`src/rtl/hrb_pkg.sv`:
```
package hrb_pkg;
  localparam int ADDR_W = 4;
  localparam int HALF_W = 16;
  localparam int WORD_W = 2 * HALF_W;
  localparam int NUM_DIRECT = 1 << ADDR_W;

  localparam logic [ADDR_W-1:0] A_RESERVED = 4'h3;
  localparam logic [ADDR_W-1:0] A_BUSCFG   = 4'h8;
  localparam logic [ADDR_W-1:0] A_STAGE    = 4'hA;
  localparam logic [ADDR_W-1:0] A_IADDR    = 4'hB;
  localparam logic [ADDR_W-1:0] A_IDATA    = 4'hC;
  localparam int LAST_STREAM = 2;

  typedef struct packed {
    logic              wr;
    logic              rd;
    logic [ADDR_W-1:0] addr;
    logic              selStream;
    logic              selReserved;
    logic              selStage;
    logic              selIaddr;
    logic              selIdata;
    logic              selGeneral;
  } accessStrobesT;

  function automatic logic isGeneralAddr(input int a);
    return !(a <= LAST_STREAM || a == int'(A_RESERVED) || a == int'(A_STAGE) ||
             a == int'(A_IADDR) || a == int'(A_IDATA));
  endfunction
endpackage

```
`src/rtl/hrb_ctrl.sv`:
```
module hrb_ctrl
  import hrb_pkg::*;
#(
  parameter int SYNC_STAGES = 2
) (
  input  logic              clk,
  input  logic              rstN,
  input  logic              csN,
  input  logic              rdN,
  input  logic              weN,
  input  logic [ADDR_W-1:0] hostAddr,
  output accessStrobesT     strobes
);
  logic [SYNC_STAGES-1:0] csSync, rdSync, weSync;
  logic wrLvl, rdLvl, wrPrev, rdPrev;

  always_ff @(posedge clk) begin
    if (!rstN) begin
      csSync[0] <= 1'b0;
      rdSync[0] <= 1'b0;
      weSync[0] <= 1'b0;
    end else begin
      csSync[0] <= ~csN;
      rdSync[0] <= ~rdN;
      weSync[0] <= ~weN;
    end
  end

  genvar s;
  generate
    for (s = 1; s < SYNC_STAGES; s++) begin : g_sync
      always_ff @(posedge clk) begin
        if (!rstN) begin
          csSync[s] <= 1'b0;
          rdSync[s] <= 1'b0;
          weSync[s] <= 1'b0;
        end else begin
          csSync[s] <= csSync[s-1];
          rdSync[s] <= rdSync[s-1];
          weSync[s] <= weSync[s-1];
        end
      end
    end
  endgenerate

  assign wrLvl = csSync[SYNC_STAGES-1] & weSync[SYNC_STAGES-1];
  assign rdLvl = csSync[SYNC_STAGES-1] & rdSync[SYNC_STAGES-1] & ~wrLvl;

  always_ff @(posedge clk) begin
    if (!rstN) begin
      wrPrev <= 1'b0;
      rdPrev <= 1'b0;
    end else begin
      wrPrev <= wrLvl;
      rdPrev <= rdLvl;
    end
  end

  always_comb begin
    strobes.wr          = wrLvl & ~wrPrev;
    strobes.rd          = rdLvl & ~rdPrev;
    strobes.addr        = hostAddr;
    strobes.selStream   = int'(hostAddr) <= LAST_STREAM;
    strobes.selReserved = hostAddr == A_RESERVED;
    strobes.selStage    = hostAddr == A_STAGE;
    strobes.selIaddr    = hostAddr == A_IADDR;
    strobes.selIdata    = hostAddr == A_IDATA;
    strobes.selGeneral  = isGeneralAddr(int'(hostAddr));
  end
endmodule

```
`src/rtl/hrb_datapath.sv`:
```
module hrb_datapath
  import hrb_pkg::*;
(
  input  logic              clk,
  input  logic              rstN,
  input  accessStrobesT     strobes,
  input  logic [WORD_W-1:0] hostWdata,
  output logic [WORD_W-1:0] hostRdata,
  output logic [WORD_W-1:0] ibAddr,
  output logic [WORD_W-1:0] ibWdata,
  output logic              ibWe,
  output logic              ibRe,
  input  logic [WORD_W-1:0] ibRdata,
  output logic [1:0]        streamSel,
  output logic [WORD_W-1:0] streamWdata,
  output logic              streamWe,
  output logic              streamRe,
  input  logic [WORD_W-1:0] streamRdata,
  output logic              modeWide
);
  logic [HALF_W-1:0] genRegs [NUM_DIRECT];
  logic [HALF_W-1:0] stage;
  logic [WORD_W-1:0] iaddr;
  logic              idataPend;
  logic [WORD_W-1:0] wideWord;

  genvar g;
  generate
    for (g = 0; g < NUM_DIRECT; g++) begin : g_regs
      if (isGeneralAddr(g)) begin : g_store
        always_ff @(posedge clk) begin
          if (!rstN) genRegs[g] <= '0;
          else if (strobes.wr && strobes.addr == ADDR_W'(g))
            genRegs[g] <= hostWdata[HALF_W-1:0];
        end
      end else begin : g_none
        assign genRegs[g] = '0;
      end
    end
  endgenerate

  assign modeWide = genRegs[A_BUSCFG][0];
  assign wideWord = modeWide ? hostWdata : {stage, hostWdata[HALF_W-1:0]};

  function automatic logic [WORD_W-1:0] narrowData(input logic wide, input logic [WORD_W-1:0] d);
    return wide ? d : {{HALF_W{1'b0}}, d[HALF_W-1:0]};
  endfunction

  function automatic logic [WORD_W-1:0] splitUpper(input logic wide, input logic [WORD_W-1:0] d);
    return wide ? d : {{HALF_W{1'b0}}, d[WORD_W-1:HALF_W]};
  endfunction

  always_ff @(posedge clk) begin
    if (!rstN) begin
      hostRdata   <= '0;
      stage       <= '0;
      iaddr       <= '0;
      ibAddr      <= '0;
      ibWdata     <= '0;
      ibWe        <= 1'b0;
      ibRe        <= 1'b0;
      idataPend   <= 1'b0;
      streamSel   <= '0;
      streamWdata <= '0;
      streamWe    <= 1'b0;
      streamRe    <= 1'b0;
    end else begin
      ibWe      <= 1'b0;
      ibRe      <= 1'b0;
      streamWe  <= 1'b0;
      streamRe  <= 1'b0;
      idataPend <= ibRe;
      if (strobes.wr) begin
        if (strobes.selStage) stage <= hostWdata[HALF_W-1:0];
        if (strobes.selIaddr) iaddr <= wideWord;
        if (strobes.selIdata) begin
          ibWe    <= 1'b1;
          ibAddr  <= iaddr;
          ibWdata <= wideWord;
        end
        if (strobes.selStream) begin
          streamWe    <= 1'b1;
          streamSel   <= strobes.addr[1:0];
          streamWdata <= narrowData(modeWide, hostWdata);
        end
      end
      if (strobes.rd) begin
        if (strobes.selIdata) begin
          ibRe   <= 1'b1;
          ibAddr <= iaddr;
        end else if (strobes.selIaddr) begin
          hostRdata <= splitUpper(modeWide, iaddr);
          if (!modeWide) stage <= iaddr[HALF_W-1:0];
        end else if (strobes.selStage) begin
          hostRdata <= {{HALF_W{1'b0}}, stage};
        end else if (strobes.selStream) begin
          hostRdata <= narrowData(modeWide, streamRdata);
          streamRe  <= 1'b1;
          streamSel <= strobes.addr[1:0];
        end else if (strobes.selGeneral) begin
          hostRdata <= {{HALF_W{1'b0}}, genRegs[strobes.addr]};
        end else begin
          hostRdata <= '0;
        end
      end
      if (idataPend) begin
        hostRdata <= splitUpper(modeWide, ibRdata);
        if (!modeWide) stage <= ibRdata[HALF_W-1:0];
      end
    end
  end
endmodule

```
`src/rtl/halfword_reg_bridge.sv`:
```
module halfword_reg_bridge
  import hrb_pkg::*;
#(
  parameter int SYNC_STAGES = 2
) (
  input  logic              clk,
  input  logic              rstN,
  input  logic              csN,
  input  logic              rdN,
  input  logic              weN,
  input  logic [ADDR_W-1:0] hostAddr,
  input  logic [WORD_W-1:0] hostWdata,
  output logic [WORD_W-1:0] hostRdata,
  output logic [WORD_W-1:0] ibAddr,
  output logic [WORD_W-1:0] ibWdata,
  output logic              ibWe,
  output logic              ibRe,
  input  logic [WORD_W-1:0] ibRdata,
  output logic [1:0]        streamSel,
  output logic [WORD_W-1:0] streamWdata,
  output logic              streamWe,
  output logic              streamRe,
  input  logic [WORD_W-1:0] streamRdata
);
  accessStrobesT strobes;
  logic          modeWide;

  hrb_ctrl #(.SYNC_STAGES(SYNC_STAGES)) ctrl_i (
    .clk(clk), .rstN(rstN), .csN(csN), .rdN(rdN), .weN(weN),
    .hostAddr(hostAddr), .strobes(strobes)
  );

  hrb_datapath dp_i (
    .clk(clk), .rstN(rstN), .strobes(strobes), .hostWdata(hostWdata),
    .hostRdata(hostRdata), .ibAddr(ibAddr), .ibWdata(ibWdata), .ibWe(ibWe),
    .ibRe(ibRe), .ibRdata(ibRdata), .streamSel(streamSel),
    .streamWdata(streamWdata), .streamWe(streamWe), .streamRe(streamRe),
    .streamRdata(streamRdata), .modeWide(modeWide)
  );
endmodule

```
`config.mk`:
```
export PLATFORM = sky130hd
export DESIGN_NAME = halfword_reg_bridge
export DESIGN_NICKNAME = d
export VERILOG_FILES = /design/src/rtl/hrb_pkg.sv /design/src/rtl/hrb_ctrl.sv /design/src/rtl/hrb_datapath.sv /design/src/rtl/halfword_reg_bridge.sv
export SDC_FILE = /design/constraint.sdc
export NUM_CORES = 1
export LEC_CHECK = 0
export BUFFER_PORTS_ARGS = -buffer_cell sky130_fd_sc_hd__buf_2
export CELL_PAD_IN_SITES_DETAIL_PLACEMENT = 0
export CELL_PAD_IN_SITES_GLOBAL_PLACEMENT = 2
export CORE_MARGIN = 2
export CORE_UTILIZATION = 34
export DETAILED_ROUTE_END_ITERATION = 16
export PLACE_DENSITY_LB_ADDON = 0.05
export RECOVER_POWER = 50
export SLEW_MARGIN = 25
export SYNTH_ARGS = -nofsm -noshare
export SYNTH_HDL_FRONTEND = slang
export SYNTH_HIERARCHICAL = 1
export SYNTH_SLANG_ARGS = --single-unit
```
`constraint.sdc`:
```
create_clock -name clk -period 2.74 [get_ports clk]
set_input_delay 0.548 -clock clk [delete_from_list [all_inputs] [get_ports clk]]
set_output_delay 0.548 -clock clk [all_outputs]
set_load 0.05 [all_outputs]
```
==> Word-level counts from Yosys, hierarchy flattened <==
Cells that the tools add are included.
{ "op_classes": {"magnitude_cmp": 2, "eq_ne": 17, "n_mux": 36, "bitwise_logic": 14, "reduce_logical": 21} }
{ "ops": {"columns": ["op", "n"], "rows": [
  ["$mux W32", 15],
  ["$mux W16", 11],
  ["$bmux W16 S4", 1],
  ["$eq A4 B4 Y1 const B", 10],
  ["$eq A4 B3 Y1 const B", 6],
  ["$mux W2", 7],
  ["$reduce_and A2 Y1", 6],
  ["$logic_and A1 B1 Y1", 9],
  ["$not A1 Y1", 8],
  ["$and A1 B1 Y1", 5],
  ["$ge A5 B5 Y1 const B", 1],
  ["$not A4 Y5", 1],
  ["$reduce_or A5 Y1", 1],
  ["$le A4 B2 Y1 const B", 1],
  ["$logic_or A1 B1 Y1", 4],
  ["$mux W1", 2],
  ["$ne A2 B1 Y1 const B", 1],
  ["$reduce_bool A2 Y1", 1]
]} }
{ "word_totals": {"register_bits": 335, "in_bits": 105, "elab_cells": 119} }

==> Depth between registers and ports, before layout <==
Gate-level depths: netlist of run 1.
{ "depth": {"ltp_word": 12, "ltp_mapped": 9} }

==> Cells and area by module <==
Netlist of run 1, hierarchy kept.
{ "modules_own_cells": {"columns": ["module", "n_inst", "cells_each", "area_each_um2"], "rows": [
  ["hrb_datapath", 1, 1673, 14348.8],
  ["hrb_ctrl", 1, 32, 326.6]
]} }

==> Least setup slack after synthesis of run 1 <==
OpenSTA, ideal clock, no wires.
{ "synth_path": {"kind": "in2reg", "startpoint": "in hostAddr[1]", "endpoint": "reg dp_i.hostRdata[20]", "t_arrival_ns": 2.064, "required_time_ns": 2.623, "slack_ns": 0.559, "path_stages": 9, "cell_sequence": "and4bb_1 -> buf_2 -> nor2b_2 -> or2_1 -> buf_2 -> and3_1 -> buf_2 -> buf_2 -> a22o_1"} }
{ "synth_via": {"elab_chain_cells": 7, "elab_cells_between_ends": 12, "classes_between": "order compare (1); eq/ne (4); mux (6); reduce/logical (1)"} }
{ "synth_rtl": {"columns": ["item", "line", "text"], "rows": [
  ["start, declared", "halfword_reg_bridge.sv:11", "input logic [ADDR_W-1:0] hostAddr,"],
  ["$le A4 B2 Y1", "hrb_ctrl.sv:63", "strobes.selStream = int'(hostAddr) <= LAST_STREAM;"],
  ["$mux W32", "hrb_datapath.sv:96", "end else if (strobes.selStream) begin"],
  ["$mux W32", "hrb_datapath.sv:94", "end else if (strobes.selStage) begin"],
  ["$mux W32", "hrb_datapath.sv:91", "end else if (strobes.selIaddr) begin"],
  ["$mux W32", "hrb_datapath.sv:88", "if (strobes.selIdata) begin"],
  ["$mux W32", "hrb_datapath.sv:87", "if (strobes.rd) begin"],
  ["$mux W32", "hrb_datapath.sv:106", "if (idataPend) begin"],
  ["end signal, assigned", "hrb_datapath.sv:92", "hostRdata <= splitUpper(modeWide, iaddr);"],
  ["end signal, assigned", "hrb_datapath.sv:95", "hostRdata <= {{HALF_W{1'b0}}, stage};"],
  ["end signal, assigned", "hrb_datapath.sv:107", "hostRdata <= splitUpper(modeWide, ibRdata);"],
  ["end, declared", "hrb_datapath.sv:8", "output logic [WORD_W-1:0] hostRdata,"]
]} }
Several ways; a longest one is shown, not always the timed one. The select of a mux whose other input is x is not followed.
A chain may end at the register's enable or synchronous reset.

==> impl_metrics.tcl, run 1 <==
set metrics [dict create \
    status "finished clean" \
    ys_warn_count 6 \
    grt_pass1_vias 12710 \
    cp_data_required_time_ps 3150 \
    setup_viol 0 \
    cp-end-kind "flip-flop" \
    cts_resized 0 \
    place_area_um2 16610 \
    fmax_mhz 428.4 \
    p_clk_frac 0.498 \
    cp_max_fo 7 \
    antenna_found_initial 2 \
    clock_path_buffers 3 \
    drc 0 \
    num_rows 76 \
    drive_above_1_share 0.1483 \
    dp_hpwl_um 41640 \
    path_class "reg2reg" \
    die_h_um 211.7 \
    synth_fp_nets 1809 \
    p_int_mw 8.237 \
    globalplace.congestion 0.8392 \
    syn_to_final_growth_pct 20.55 \
    antenna_left 0 \
    grt_setup_unrepaired "false" \
    portBuffers 238 \
    vdd_drop_max_v 0.0004265 \
    power.leakage_nw 6.126 \
    netlist_area_um2 14670 \
    core_um2 42790 \
    power.switching_mw 2.611 \
    crit_family "buffers and inverters" \
    period_minus_slack_ps 2334 \
    clkLatencyLatePin_ps 570 \
    tightest_slew_ps 1341 \
    grt_pass1_wl_um 86640 \
    ioPinCount 239 \
    start_util 0.3428 \
    wire_per_inst_um 24.25 \
    max_stage_delay_ps 630 \
    power_density_nw_per_um2 613.4 \
    cts_setup_buffers 0 \
    drt_iter0_drc 1026 \
    dieWidth_um 211.7 \
    setup_tns_ps 0 \
    worstPathBufferInverterCount 2 \
    switching_share 0.2407 \
    pre_cts_slack_ps 109.8 \
    vias_per_cell 5.384 \
    cts_hold_buf 0 \
    maxCapViolations 0 \
    cts_tree "built" \
    start_kind "flip-flop" \
    combPwrFrac 0.052 \
    cts-buffers-inserted 41 \
    cts.reportedPaths.clkPinSlew_ps 60 \
    setup_ws_ps 405.7 \
    dr_total_vias 13330 \
    path_cells "nand2_1 > nor2_1 > nand2b_1 > clkbuf_1 > nor3_1 > clkbuf_1 > mux2i_1 > nor2_1" \
    dieArea_um2 44830 \
    wirelength_um 60040 \
    avgSynthCellArea_um2 8.609 \
    clockRootBuffer "clkbuf_16" \
    syn_inst 1704 \
    grt_usage 0.2635 \
    cp.arrival_ps 2740 \
    design_area_um2 17680 \
    seqPwrFrac 0.451 \
    hold_viol 0 \
    cp_slowest_cell "clkbuf_1" \
    maxSlewHeadroom 0.1027 \
    htreeDepth 2 \
    dr.pass1.iters 5 \
    min_path_type "in2reg" \
    nNetsFinal 2006 \
    grt_overflow_total 0 \
    grt_max_degree 82 \
    post-route-period-util 0.8519 \
    slew_viol_final 0 \
    finalClockSkew_ps 14.59 \
    clock-sinks 335 \
]
## power by group through the flow
stage               registers (mW)  clock network, mW  logic (mW)
global placement              5.00                  0       0.569
detailed placement            5.00                  0       0.569
floorplan                     5.01                  0       0.261
global route                  4.89               5.74       0.588
CTS                           4.89               5.53       0.570
finish                        4.89               5.40       0.559
## flip-flops by register name (all words and copies together) (netlist names), named ones only
name              count
ctrl_i/wrPrev         1
dp_i/idataPend        1
ctrl_i/csSync         2
dp_i/streamWdata     32
dp_i/streamWe         1
dp_i/genRegs        143
ctrl_i/rdPrev         1
dp_i/hostRdata       32
dp_i/streamSel        2
dp_i/stage           16
dp_i/ibRe             1
dp_i/ibWdata         32
dp_i/ibWe             1
ctrl_i/rdSync         2
dp_i/ibAddr          31
dp_i/iaddr           32
ctrl_i/weSync         2
dp_i/modeWide         1
dp_i/streamRe         1
## final cells by class
class / instances / area [um^2]
antenna: 2 / 5.005
clock buffer: 63 / 1240
clock inverter: 7 / 75.07
fill: 4406 / 25110
inverter: 2 / 15.01
multi-input combinational: 1203 / 7251
sequential: 335 / 6711
tap: 546 / 683.2
timing repair buffer: 318 / 1704
## through the flow
| stage | hold WS, ps | power [mW] | util | instances |
|---|---|---|---|---|
| after floorplan | 411.8 | 5.272 | - | 1704 |
| after global placement | 413.5 | 5.566 | 0.3879 | 2404 |
| after detailed placement | 420.3 | 5.566 | 0.3881 | 2404 |
| after CTS | 87.54 | 10.99 | 0.4188 | 2474 |
| after global routing | 114.2 | 11.21 | 0.4132 | 2475 |
| final | 126.5 | 10.85 | 0.4133 | 2476 |
## path summary, 6_finish.rpt
| path | slack [ps] | end | cells after the start | startpoint |
|---|---|---|---|---|
| hold / removal | 130 | ctrl_i/weSync[0] | 2 | weN |
| hold reg to reg | 450 | ctrl_i/csSync[1] | 1 | ctrl_i/csSync[0] |
| setup / recovery | 410 | dp_i/genRegs[184] | 8 | ctrl_i/weSync[1] |
| setup reg to reg | 410 | dp_i/genRegs[184] | 8 | ctrl_i/weSync[1] |
## cells in the final DEF, fill, tap and decap left out, types with 15 or more instances in the layout
cell / count
mux2i_1: 156
mux4_2: 15
nand3_1: 35
nor2b_1: 15
buf_2: 105
a311o_1: 20
o211ai_1: 23
clkbuf_1: 148
o2111ai_1: 26
a22oi_1: 17
nand2_1: 379
a21oi_1: 203
nor2_1: 145
o21ai_0: 20
a211oi_1: 33
a22o_1: 16
buf_4: 64
clkbuf_16: 42
dfxtp_1: 333
## routing by layer
metal | wire length, um | part of all wire | vias up | global-route usage
met5 | 11 | 0.00018 | - | 0
met4 | 1722 | 0.029 | 2 | 0.08256
met3 | 2901 | 0.048 | 82 | 0.03442
met2 | 29520 | 0.49 | 393 | 0.4572
met1 | 25890 | 0.43 | 6487 | 0.3392
li1 | - | - | 6367 | -
## worst reg2reg max path: stages (launching register included)
cell      delay (ps)
dfxtp_1          370
nand2_1           60
nor2_1           170
nand2b_1         110
clkbuf_1         190
nor3_1           320
clkbuf_1         630
mux2i_1          260
nor2_1            60
(Power assumes the default switching activity.)
==> inputs of run 2 (changes only) <==
--- a/config.mk
+++ b/config.mk
@@ -8,7 +8,7 @@
 export BUFFER_PORTS_ARGS = -buffer_cell sky130_fd_sc_hd__buf_2
 export CELL_PAD_IN_SITES_DETAIL_PLACEMENT = 0
 export CELL_PAD_IN_SITES_GLOBAL_PLACEMENT = 2
-export CORE_MARGIN = 2
+export CORE_MARGIN = 5
 export CORE_UTILIZATION = 34
 export DETAILED_ROUTE_END_ITERATION = 16
 export PLACE_DENSITY_LB_ADDON = 0.05
==> run 2 against run 1 <==
  * Clock power about the same
  * Combinational power about the same
  * Total power decreased by 0.26%
  * First-iteration DRC count is 2.0% higher
  * Hold slack improved by 10 ps
  * Register-to-register slack better by 20 ps
  * Largest power group unchanged
  * Design area is 0.38% higher
  * Final cell count grew 1.6%
==> impl_metrics.tcl, run 2 (synthesis results as in run 1) <==
set metrics [dict create \
    grt_overflow_total 0 \
    wl_met2_um 28870 \
    wirelength_um 59680 \
    maxSlewHeadroom 0.1094 \
    num_rows 76 \
    die_h_um 217.7 \
    cts-buffers-inserted 41 \
    r2r-start "ctrl_i/weSync[1]" \
    antenna_found_initial 0 \
    placed_cells 2442 \
    design_area_um2 17750 \
    post-route-period-util 0.8455 \
    cts_resized 0 \
    dr.pass1.iters 5 \
    tightest_slew_ps 1336 \
    cp.arrival_ps 2750 \
    grt_pass1_wl_um 87110 \
    wl_met3_um 2946 \
    slew_viol_final 0 \
    largest_reg_flops 143 \
    grt_usage 0.2438 \
    grt_pass1_vias 12780 \
    highest_layer "met4" \
    cts_hold_buf 0 \
    setup_viol 0 \
    drc 0 \
    combPwrFrac 0.052 \
    wire_per_inst_um 23.73 \
    nNetsFinal 2005 \
    htreeDepth 2 \
    final_common_cell "nand2_1" \
    nFillCells 4452 \
    drt_iter0_drc 1047 \
    cp_data_required_time_ps 3170 \
    portBuffers 238 \
    maxCapViolations 0 \
    p_int_mw 8.254 \
    switching_share 0.2372 \
    power.leakage_nw 6.127 \
    dieArea_um2 47400 \
    grt_setup_unrepaired "false" \
    clock-sinks 335 \
    grt_max_degree 91 \
    core_um2 42890 \
    cts_tree "built" \
    antenna_left 0 \
    place_area_um2 16660 \
    p_clk_frac 0.496 \
    layout_common_cells "nand2_1 (379), dfxtp_1 (333), a21oi_1 (203)" \
    power.switching_mw 2.566 \
    clock_path_buffers 3 \
    vdd_drop_max_v 0.0003877 \
    dr_total_vias 13260 \
    power_density_nw_per_um2 609.5 \
    seqPwrFrac 0.452 \
    cts.reportedPaths.clkPinSlew_ps 60 \
    wl_met1_um 26110 \
    cp-end-kind "flip-flop" \
    cp_max_fo 32 \
    period_minus_slack_ps 2317 \
    final_core_util 0.4139 \
    status "finished clean" \
    cts_setup_buffers 0 \
    path_class "reg2reg" \
    start_util 0.3421 \
    dieWidth_um 217.7 \
    hold_path_startpoint "rdN" \
    vias_per_cell 5.270 \
    dp_hpwl_um 42180 \
    final_cells 2515 \
    start_kind "flip-flop" \
    fmax_mhz 431.6 \
    globalplace.congestion 0.8449 \
    syn_to_final_growth_pct 21.01 \
    ioPinCount 239 \
    finalClockSkew_ps 21.24 \
    clkLatencyLatePin_ps 570 \
    antennaDiodeCount 0 \
    hold_viol 0 \
    setup_tns_ps 0 \
    min_path_type "in2reg" \
    top_register "dp_i/genRegs" \
    startpoint "ctrl_i/weSync[1]" \
    drive_above_1_share 0.1446 \
    clockRootBuffer "clkbuf_16" \
]
[run 2: changes by cell type in the layout (fill, tap and decap cells not counted), moves of 2 or more]
cell / delta
buf_12: +4
clkbuf_8: -6
clkbuf_4: -2
clkbuf_1: +4
or2_0: +3
buf_2: -2
buf_4: -2
diode_2: -2
clkbuf_2: +3
or2_2: -3
[run 2: per-stage QoR]
stage	hold slack [ps]	setup WS, ps	total power, mW
floorplan	411.8	559.2	5.272
global placement	416.8	-104.0	5.565
detailed placement	419.5	202.4	5.564
CTS	113.5	545.2	10.95
global route	135.7	202.7	11.19
finish	136.8	423.2	10.82
[run 2: path summary, 6_finish.rpt]
path	end	cells after the start	slack (ps)
setup reg to reg	dp_i/ibAddr[24]	7	420
setup / recovery	dp_i/ibAddr[24]	7	420
hold reg to reg	ctrl_i/rdSync[1]	1	430
hold / removal	ctrl_i/rdSync[0]	2	140
[run 2: layer usage]
metal / vias up / track usage
met5: - / 0
met4: 0 / 0.07499
met3: 79 / 0.03554
met2: 364 / 0.4116
met1: 6442 / 0.3241
li1: 6370 / -
[run 2: cell type report]
class,instances,area (um^2),area share
Clock inverter,9,101.3,0.005709
Multi-Input combinational cell,1203,7236,0.4076
Timing Repair Buffer,317,1752,0.09868
Sequential cell,335,6711,0.3781
Inverter,2,15.01,0.0008458
Clock buffer,64,1205,0.06787
Tap cell,585,732.0,0.04123
[run 2: worst max-delay path, stage by stage (launching register included)]
cell      delay (ps)
dfxtp_1          350
nand2_1           60
nor2_1           470
buf_4            400
o21ai_0          120
clkbuf_2         450
nand2_1          220
a21oi_1           80
[run 2: power groups by stage]
stage	Clock [mW]	Sequential (mW)	Combinational, mW
2_1_floorplan	0	5.01	0.261
3_3_place_gp	0	5.00	0.568
3_5_place_dp	0	5.00	0.567
4_1_cts	5.50	4.89	0.569
5_1_grt	5.70	4.89	0.600
6_report	5.37	4.89	0.562
==> inputs of run 3 (changes only) <==
==> constraint.sdc (replaced) <==
create_clock -name clk -period 2.25 [get_ports clk]
set_input_delay 0.45 -clock clk [delete_from_list [all_inputs] [get_ports clk]]
set_output_delay 0.45 -clock clk [all_outputs]
set_load 0.05 [all_outputs]
==> run 3 against run 2 <==
  * Setup slack worse by 160 ps
  * First-iteration DRC count fell by 1.5%
  * Utilization grew 1.4 points
  * Wire length is 2.0% higher
  * Combinational power rose by 32%
  * Critical endpoint is now dp_i/hostRdata[4]
  * Critical path depth is 1 higher
  * Largest power group unchanged
  * Design area up 3.4%
==> impl_metrics.tcl, run 3 (synthesis results as in run 1) <==
set metrics [dict create \
    status "finished clean" \
    cts_tree "built" \
    cp-endpoint "dp_i/hostRdata[4]" \
    grt_usage 0.2479 \
    start_util 0.3421 \
    cp.arrival_ps 2420 \
    dr_total_vias 13410 \
    maxCapViolations 0 \
    vias_per_cell 5.227 \
    ioPinCount 239 \
    clkLatencyLatePin_ps 560 \
    top_register "dp_i/genRegs" \
    clock-sinks 335 \
    cp-end-kind "flip-flop" \
    grt_overflow_total 0 \
    max_stage_delay_ps 390 \
    path_common_cell "buf_4" \
    fmax_mhz 502.8 \
    grt_max_degree 89 \
    grt_setup_unrepaired "false" \
    design_area_um2 18350 \
    syn_to_final_growth_pct 25.10 \
    grt_pass1_wl_um 88350 \
    reg2regPathDepth 8 \
    antenna_left 0 \
    cts.reportedPaths.clkPinSlew_ps 60 \
    cp_data_required_time_ps 2680 \
    final_common_cell "nand2_1" \
    clock_path_buffers 3 \
    setup_viol 0 \
    power.leakage_nw 6.452 \
    slew_viol_final 0 \
    start_kind "flip-flop" \
    largest_reg_flops 143 \
    worstPathBufferInverterCount 3 \
    post-route-period-util 0.8840 \
    r2r_setup_slack_ps 260 \
    cts_hold_buf 0 \
    path_class "reg2reg" \
    dp_hpwl_um 44050 \
    power_density_nw_per_um2 717.9 \
    r2r_end "dp_i/hostRdata[4]" \
    cts_resized 0 \
    globalplace.congestion 0.8434 \
    num_rows 76 \
    vdd_drop_max_v 0.0004870 \
    drc 0 \
    core_um2 42890 \
    maxSlewHeadroom 0.2521 \
    min_path_type "in2reg" \
    r2r-start "ctrl_i/weSync[1]" \
    cp_slowest_cell "nor4b_1" \
    crit_cells 8 \
    grt_pass1_vias 13130 \
    antennaDiodeCount 0 \
    dr.pass1.iters 7 \
    cts-buffers-inserted 41 \
    path_cells "nor4bb_1 > buf_4 > nor4b_1 > buf_4 > o311ai_0 > buf_4 > nor2_1 > a21oi_1" \
    drt_iter0_drc 1031 \
    period_minus_slack_ps 1989 \
    place_area_um2 17310 \
    dieWidth_um 217.7 \
    die_h_um 217.7 \
    pre_cts_slack_ps -144.2 \
    layout_common_cells "nand2_1 (380), dfxtp_1 (333), a21oi_1 (203)" \
    tightest_slew_ps 1122 \
    dieArea_um2 47400 \
    setup_ws_ps 261.0 \
    startpoint "ctrl_i/weSync[1]" \
    wirelength_um 60870 \
    wire_per_inst_um 23.72 \
    drive_above_1_share 0.1681 \
    cp_max_fo 7 \
    portBuffers 238 \
    crit_family "simple AND/OR/NAND/NOR gates" \
    cts_setup_buffers 0 \
    nNetsFinal 2058 \
    clockRootBuffer "clkbuf_16" \
    htreeDepth 2 \
    finalClockSkew_ps 10.75 \
    hold_viol 0 \
    antenna_found_initial 0 \
]
-- run 3: metal layers --
| metal | vias to the layer above | track usage | share of wire |
|---|---|---|---|
| li1 | 6472 | - | - |
| met1 | 6484 | 0.3228 | 0.44 |
| met2 | 351 | 0.4107 | 0.47 |
| met3 | 105 | 0.04109 | 0.049 |
| met4 | 0 | 0.1005 | 0.040 |
| met5 | - | 0 | 0 |
-- run 3: through the flow --
| stage | hold slack [ps] | TNS, ps | std cells | total power [mW] | util |
|---|---|---|---|---|---|
| 2_1_floorplan | 411.8 | 0 | 1704 | 6.420 | - |
| 3_3_place_gp | 418.6 | -176.0 | 2495 | 6.836 | 0.4037 |
| 3_5_place_dp | 422.0 | -589.3 | 2495 | 6.839 | 0.4037 |
| 4_1_cts | 9.752 | 0 | 2566 | 13.37 | 0.4340 |
| 5_1_grt | 31.92 | 0 | 2566 | 13.62 | 0.4279 |
| 6_report | 38.36 | 0 | 2566 | 13.17 | 0.4279 |
-- run 3: final cells by class --
cell class              instances  area, um^2
multi-input cells            1203        7223
well taps                     585       732.0
inverters                       2       15.01
clock buffers                  60        1199
flip-flops and latches        335        6711
clock inverters                11       103.9
fillers                      4475       24530
repair buffers                370        2369
-- run 3: worst min path at each step --
stage	depth (start not counted)	startpoint	end	slack (ps)
2_1_floorplan	1	ctrl_i/csSync[0]	ctrl_i/csSync[1]	410
3_3_place_gp	1	ctrl_i/weSync[0]	ctrl_i/weSync[1]	420
3_5_place_dp	1	ctrl_i/rdSync[0]	ctrl_i/rdSync[1]	420
4_1_cts	2	rdN	ctrl_i/rdSync[0]	10
5_1_grt	2	rdN	ctrl_i/rdSync[0]	30
6_report	2	rdN	ctrl_i/rdSync[0]	40
-- run 3: power breakdown --
group	total (mW)	internal [mW]	switching, mW
sequential	5.96	5.94	0.0107
clock	6.48	3.81	2.67
combinational	0.744	0.249	0.494
